`config.mk`:
```
export PLATFORM = sky130hd
export DESIGN_NAME = odm_marker
export DESIGN_NICKNAME = d
export VERILOG_FILES = /design/src/rtl/odm_pkg.sv /design/src/rtl/odm_checkgen.sv /design/src/rtl/odm_id_reg.sv /design/src/rtl/odm_select.sv /design/src/rtl/odm_marker.sv
export SDC_FILE = /design/constraint.sdc
export NUM_CORES = 1
export LEC_CHECK = 0
export ABC_CLOCK_PERIOD_IN_PS = 2500
export BUFFER_PORTS_ARGS = -buffer_cell sky130_fd_sc_hd__buf_2
export CAP_MARGIN = 20
export CORE_MARGIN = 3
export CORE_UTILIZATION = 40
export CTS_BUF_LIST = sky130_fd_sc_hd__clkbuf_8
export DETAILED_ROUTE_END_ITERATION = 12
export HOLD_SLACK_MARGIN = 0.1
export SLEW_MARGIN = 5
export SYNTH_ARGS = -nofsm -noshare
export SYNTH_HDL_FRONTEND = slang
export SYNTH_HIERARCHICAL = 1
export SYNTH_SLANG_ARGS = --single-unit
```
`constraint.sdc`:
```
create_clock -name clk -period 2.5 [get_ports clk]
set_clock_uncertainty 0.1 [all_clocks]
set_input_delay 0.25 -clock clk [delete_from_list [all_inputs] [get_ports clk]]
set_output_delay 0.25 -clock clk [all_outputs]
set_load 0.01 [all_outputs]
```
`src/rtl/odm_pkg.sv`:
```
// Package: shared encodings for the outgoing data error marker.
// Assumes a 2-bit decode status and a 2-bit report-mode code on the ports.
package odm_pkg;

    typedef enum logic [1:0] {
        ST_CLEAN  = 2'd0,
        ST_CORR   = 2'd1,
        ST_RAW_UE = 2'd2,
        ST_MRK_UE = 2'd3
    } beat_status_e;

    typedef enum logic [1:0] {
        RPT_NONE    = 2'd0,
        RPT_DEST    = 2'd1,
        RPT_CONSUME = 2'd2
    } report_mode_e;

endpackage

```
`src/rtl/odm_checkgen.sv`:
```
// Module: odm_checkgen
// Builds check bits for a data word. For k below CW-1, check bit k covers
// every data bit i where bit k of (i+1) is set. The top check bit covers the
// whole word.
// Assumes CW-1 >= clog2(DW+1), so that each data position has a code.
module odm_checkgen #(
    parameter int DW = 64,
    parameter int CW = 8
) (
    input  logic [DW-1:0] data,
    output logic [CW-1:0] check
);

    // Returns the coverage mask of check bit k.
    function automatic logic [DW-1:0] col_mask(input int k);
        logic [DW-1:0] m;
        for (int i = 0; i < DW; i++) begin
            m[i] = (((i + 1) >> k) & 1) != 0;
        end
        return m;
    endfunction

    genvar k;
    generate
        for (k = 0; k < CW - 1; k++) begin : g_col
            localparam logic [DW-1:0] MASK = col_mask(k);
            // Parity over the data positions in column k.
            assign check[k] = ^(data & MASK);
        end
    endgenerate

    // Parity over the whole word.
    assign check[CW-1] = ^data;

endmodule

```
`src/rtl/odm_id_reg.sv`:
```
// Module: odm_id_reg
// Agent ID register that software writes. A write takes effect on the clock
// edge. Readers at that same edge still see the old value.
// Assumes a synchronous active-low reset.
module odm_id_reg #(
    parameter int              IDW      = 8,
    parameter logic [IDW-1:0]  RESET_ID = '0
) (
    input  logic           clk,
    input  logic           rst_n,
    input  logic           wr_en,
    input  logic [IDW-1:0] wr_data,
    output logic [IDW-1:0] id_q
);

    // Load the ID on a write, or restore the reset value.
    always_ff @(posedge clk) begin
        if (!rst_n) begin
            id_q <= RESET_ID;
        end else if (wr_en) begin
            id_q <= wr_data;
        end
    end

endmodule

```
`src/rtl/odm_select.sv`:
```
// Module: odm_select
// Combinational choice of the outgoing word, check bits and report mode from
// the decode status and the cacheable attribute.
// Assumes the check codes of the input word and of the poison word are
// produced outside this module.
module odm_select #(
    parameter int             DW       = 64,
    parameter int             CW       = 8,
    parameter logic [CW-1:0]  MARK_SYN = 8'hC3
) (
    input  logic [1:0]    status,
    input  logic          cacheable,
    input  logic [DW-1:0] in_data,
    input  logic [CW-1:0] in_check,
    input  logic [CW-1:0] gen_in,
    input  logic [DW-1:0] mark_word,
    input  logic [CW-1:0] gen_mark,
    output logic [DW-1:0] nxt_data,
    output logic [CW-1:0] nxt_check,
    output logic [1:0]    nxt_report
);
    import odm_pkg::*;

    beat_status_e st;
    assign st = beat_status_e'(status);

    // Choose the data and check bits for each status.
    always_comb begin
        unique case (st)
            ST_MRK_UE: begin
                nxt_data  = in_data;
                nxt_check = in_check;
            end
            ST_RAW_UE: begin
                nxt_data  = mark_word;
                nxt_check = gen_mark ^ MARK_SYN;
            end
            default: begin
                nxt_data  = in_data;
                nxt_check = gen_in;
            end
        endcase
    end

    // Report mode: only uncorrectable beats carry one, keyed by cacheability.
    always_comb begin
        if (st == ST_RAW_UE || st == ST_MRK_UE) begin
            nxt_report = cacheable ? RPT_CONSUME : RPT_DEST;
        end else begin
            nxt_report = RPT_NONE;
        end
    end

endmodule

```
`src/rtl/odm_marker.sv`:
```
// Module: odm_marker (top)
// Outgoing data error marker with one register stage and valid/ready on both
// sides. Marked uncorrectable beats pass through untouched. Raw ones become a
// poison word carrying the agent ID and a reserved syndrome. Other beats get
// freshly generated check bits.
// Assumes MARK_ID_LSB + IDW <= DW and a synchronous active-low reset.
module odm_marker #(
    parameter int              DW          = 64,
    parameter int              CW          = 8,
    parameter int              IDW         = 8,
    parameter int              MARK_ID_LSB = 48,
    parameter logic [CW-1:0]   MARK_SYN    = 8'hC3,
    parameter logic [IDW-1:0]  RESET_ID    = 8'h01
) (
    input  logic           clk,
    input  logic           rst_n,
    input  logic           id_wr_en,
    input  logic [IDW-1:0] id_wr_data,
    input  logic           in_valid,
    output logic           in_ready,
    input  logic [DW-1:0]  in_data,
    input  logic [CW-1:0]  in_check,
    input  logic [1:0]     in_status,
    input  logic           in_cacheable,
    output logic           out_valid,
    input  logic           out_ready,
    output logic [DW-1:0]  out_data,
    output logic [CW-1:0]  out_check,
    output logic [1:0]     out_report
);

    localparam int ID_MSB = MARK_ID_LSB + IDW - 1;

    logic [IDW-1:0] id_q;
    logic [DW-1:0]  mark_word;
    logic [CW-1:0]  gen_in;
    logic [CW-1:0]  gen_mark;
    logic [DW-1:0]  nxt_data;
    logic [CW-1:0]  nxt_check;
    logic [1:0]     nxt_report;
    logic           accept;

    odm_id_reg #(.IDW(IDW), .RESET_ID(RESET_ID)) u_id (
        .clk     (clk),
        .rst_n   (rst_n),
        .wr_en   (id_wr_en),
        .wr_data (id_wr_data),
        .id_q    (id_q)
    );

    // Poison word: the agent ID in its field, every other bit zero.
    always_comb begin
        mark_word                      = '0;
        mark_word[ID_MSB:MARK_ID_LSB]  = id_q;
    end

    odm_checkgen #(.DW(DW), .CW(CW)) u_gen_in (
        .data  (in_data),
        .check (gen_in)
    );

    odm_checkgen #(.DW(DW), .CW(CW)) u_gen_mark (
        .data  (mark_word),
        .check (gen_mark)
    );

    odm_select #(.DW(DW), .CW(CW), .MARK_SYN(MARK_SYN)) u_sel (
        .status     (in_status),
        .cacheable  (in_cacheable),
        .in_data    (in_data),
        .in_check   (in_check),
        .gen_in     (gen_in),
        .mark_word  (mark_word),
        .gen_mark   (gen_mark),
        .nxt_data   (nxt_data),
        .nxt_check  (nxt_check),
        .nxt_report (nxt_report)
    );

    // The stage can take a beat when it is empty or is being drained.
    assign in_ready = !out_valid || out_ready;
    assign accept   = in_valid && in_ready;

    // Valid flag of the output stage.
    always_ff @(posedge clk) begin
        if (!rst_n) begin
            out_valid <= 1'b0;
        end else if (in_ready) begin
            out_valid <= in_valid;
        end
    end

    // Payload of the output stage, loaded only on acceptance.
    always_ff @(posedge clk) begin
        if (!rst_n) begin
            out_data   <= '0;
            out_check  <= '0;
            out_report <= 2'd0;
        end else if (accept) begin
            out_data   <= nxt_data;
            out_check  <= nxt_check;
            out_report <= nxt_report;
        end
    end

endmodule

```
==> metrics.txt <==
status complete, no violations; H-tree levels 3; main flop type after synthesis dfxtp_1; final setup vio count 0; register area share after synthesis 23.81%; Clock Pin Slew Worst Setup and Hold Paths 90 ps; vias per std cell 4.200; Tcrit/Tclk final 94.34%; routed len/inst 13.76 microns; Worst EP required 2710 ps; initial antenna violation count 0; first-pass GRT wire length 27120 microns; 1st-iter DRT viols 209; routability congestion estimate 0.7864; Sink Count 83; worst-margin pin slew 620.7 ps; slowest library cell on the worst path xor3_1; critical path launch point u_id/id_q[1]; utilization after layout 52.83%; Synth Area per Inst 10.25 sq um; worst stage delay on the critical path 400 ps; YS warnings 6; Tot Pwr 5.508 mW; via count 5162; Fin Setup TNS 0 ps; Slew Limit Fails 0; Skew-Pair Late Insertion Delay 370 ps; critical hold path startpoint in_check[6]; Critical R2R Launch u_id/id_q[1]; vias in the first global route 5054; final cell count without fillers 1229; Post-synth EDFFs 0; Area contributors post-synth dfxtp_1 24%, xnor2_1 20%, mux2_4 13%, mux2i_1 12%, nand2_1 8.2%; largest area contributor in the netlist dfxtp_1; crit path max fanout 2; Die H 138.1 microns; Setup WS post-layout 141.5 ps; Syn-to-layout area delta 27.33%; Period minus WS final 2358 ps; I/O Pins 164; asr flop ratio synth 0%; Post-DRT Antenna Nets 0; hpwl dp 13250 microns; final hold slack 142.1 ps; CP Buf/Inv Count 0; Seq cells post-synth 83; DIE AREA 19070 sq um; core area 16820 sq um; worst-path cell chain xor3_1 > xnor3_2 > xnor3_2 > xnor3_1 > xnor3_1 > or2_4 > a31oi_1 > nand2_1 > mux2i_1; fillcell total 1622; power per cell area 619.9 nW/um^2; Final nets 1092; Die X 138.1 microns; clk buf depth 2; RSZ-0062 raised after global routing true; element type at the critical path start flop; Initial Util 41.49%; first drt pass iteration count 4; Post-CTS Setup Bufs 0; layout cells sized above 1 29.17%; largest net degree at the start of global routing 75; Root Driver clkbuf_8; DRC viols 0; gr ovfl total 0; WP data arrival 2560 ps; CP Class flop to flop; post-placement cell count 1202; Worst Setup End Kind flop; pre-CTS setup slack -43.70 ps; leakage power 4.427 nW; Max-Cap Viols 0; Peak VDD IR 353.6 uV; Max-slew headroom 58.53%; Yosys cell types 29; max frequency 424.0 MHz; Syn Inst Count 681; Design Area, Final 8885 sq um; final hold violation count 0; FP Rows 47; Cell Area, Placed 8591 sq um; Num CTS Buffers 9; total track usage 17.86%; IO Port Bufs 163; TritonCTS clock tree yes; Hold Crit Class primary input to flop; top-area cell type share of the netlist area 23.81%; wirelength, routed 16920 microns; Crit path max-delay family XOR/XNOR gates; Syn Std Cell Area 6978 sq um
## registers in the layout (all words and copies together), names as in the netlist
name	cells
out_check	8
out_report	2
u_id/id_q	8
out_valid	1
out_data	64
## layer usage
layer  share of wire [%]  track usage, %  vias to the layer above
met1                  48           24.15                     2305
met5                   0               0                        -
met3                 5.5           4.247                       23
li1                    -               -                     2716
met2                  44           27.90                      118
met4                 2.3           6.552                        0
## cells in the mapped netlist (6+ instances only)
cell and instances:
xnor2_1 156, clkbuf_1 12, buf_6 10, nand2_1 153, buf_12 7, mux2i_1 86, buf_2 6, dfxtp_1 83
nor2_1 8, xnor3_1 18, nor2b_1 8, mux2_4 60, xor2_1 34
## cell usage in the layout (no fill, tap or decap), types with 10 or more instances in the layout
cell	instances
buf_2	162
xnor2_1	155
nand2_1	153
conb_1	145
mux2i_1	86
dfxtp_1	81
mux2_4	60
xor2_1	34
buf_4	26
xnor3_1	17
dlygate4sd3_1	11
clkbuf_8	10
## where the power goes
part           switching, mW  total, mW  internal [mW]
Combinational           1.33       3.10           1.77
Clock                  0.514      0.891          0.377
Sequential            0.0664       1.51           1.45
## cell type report
class / count / area (sq um) / share of cell area, %
tap: 220 / 275.3 / 3.098
antenna: 1 / 2.502 / 0.02817
multi-input combinational: 703 / 5514 / 62.06
timing repair buffer: 206 / 1256 / 14.14
inverter: 1 / 3.754 / 0.04225
clock inverter: 5 / 31.28 / 0.3521
clock buffer: 10 / 137.6 / 1.549
sequential: 83 / 1664 / 18.73
## repair_timing
item | in CTS | in global routing
pin swaps | 1 | 5
hold endpoints to repair | 10 | 0
hold buffers | 11 | 0
resized for setup | 0 | 4
setup endpoints to repair | 1 | 2
## worst register-to-register path: cells and delay by family (launching register included)
kind / cells / cell delay (ps)
flops: 1 / 330
compound gates: 1 / 150
xor+xnor: 5 / 1280
mux: 1 / 130
simple gates: 2 / 290
## worst paths after layout
check             cells past startpoint           end  slack [ps]
setup reg to reg                      9  out_check[7]         140
setup / recovery                      9  out_check[7]         140
hold reg to reg                       2  out_data[37]         350
hold / removal                        5  out_check[6]         140
## cells by family (layout without fill, tap and decap cells)
kind of cell | after synthesis | count (layout) | share of synthesized area [%]
flip-flops | 83 | 83 | 23.81
other | 1 | 146 | 0.05374
AO/OA/AOI/OAI | 9 | 9 | 0.7531
multiplexers | 150 | 150 | 25.89
XOR/XNOR | 222 | 222 | 34.07
buffers and inverters | 39 | 222 | 5.074
AND/OR/NAND/NOR | 177 | 177 | 10.35
(Power assumes the default switching activity.)
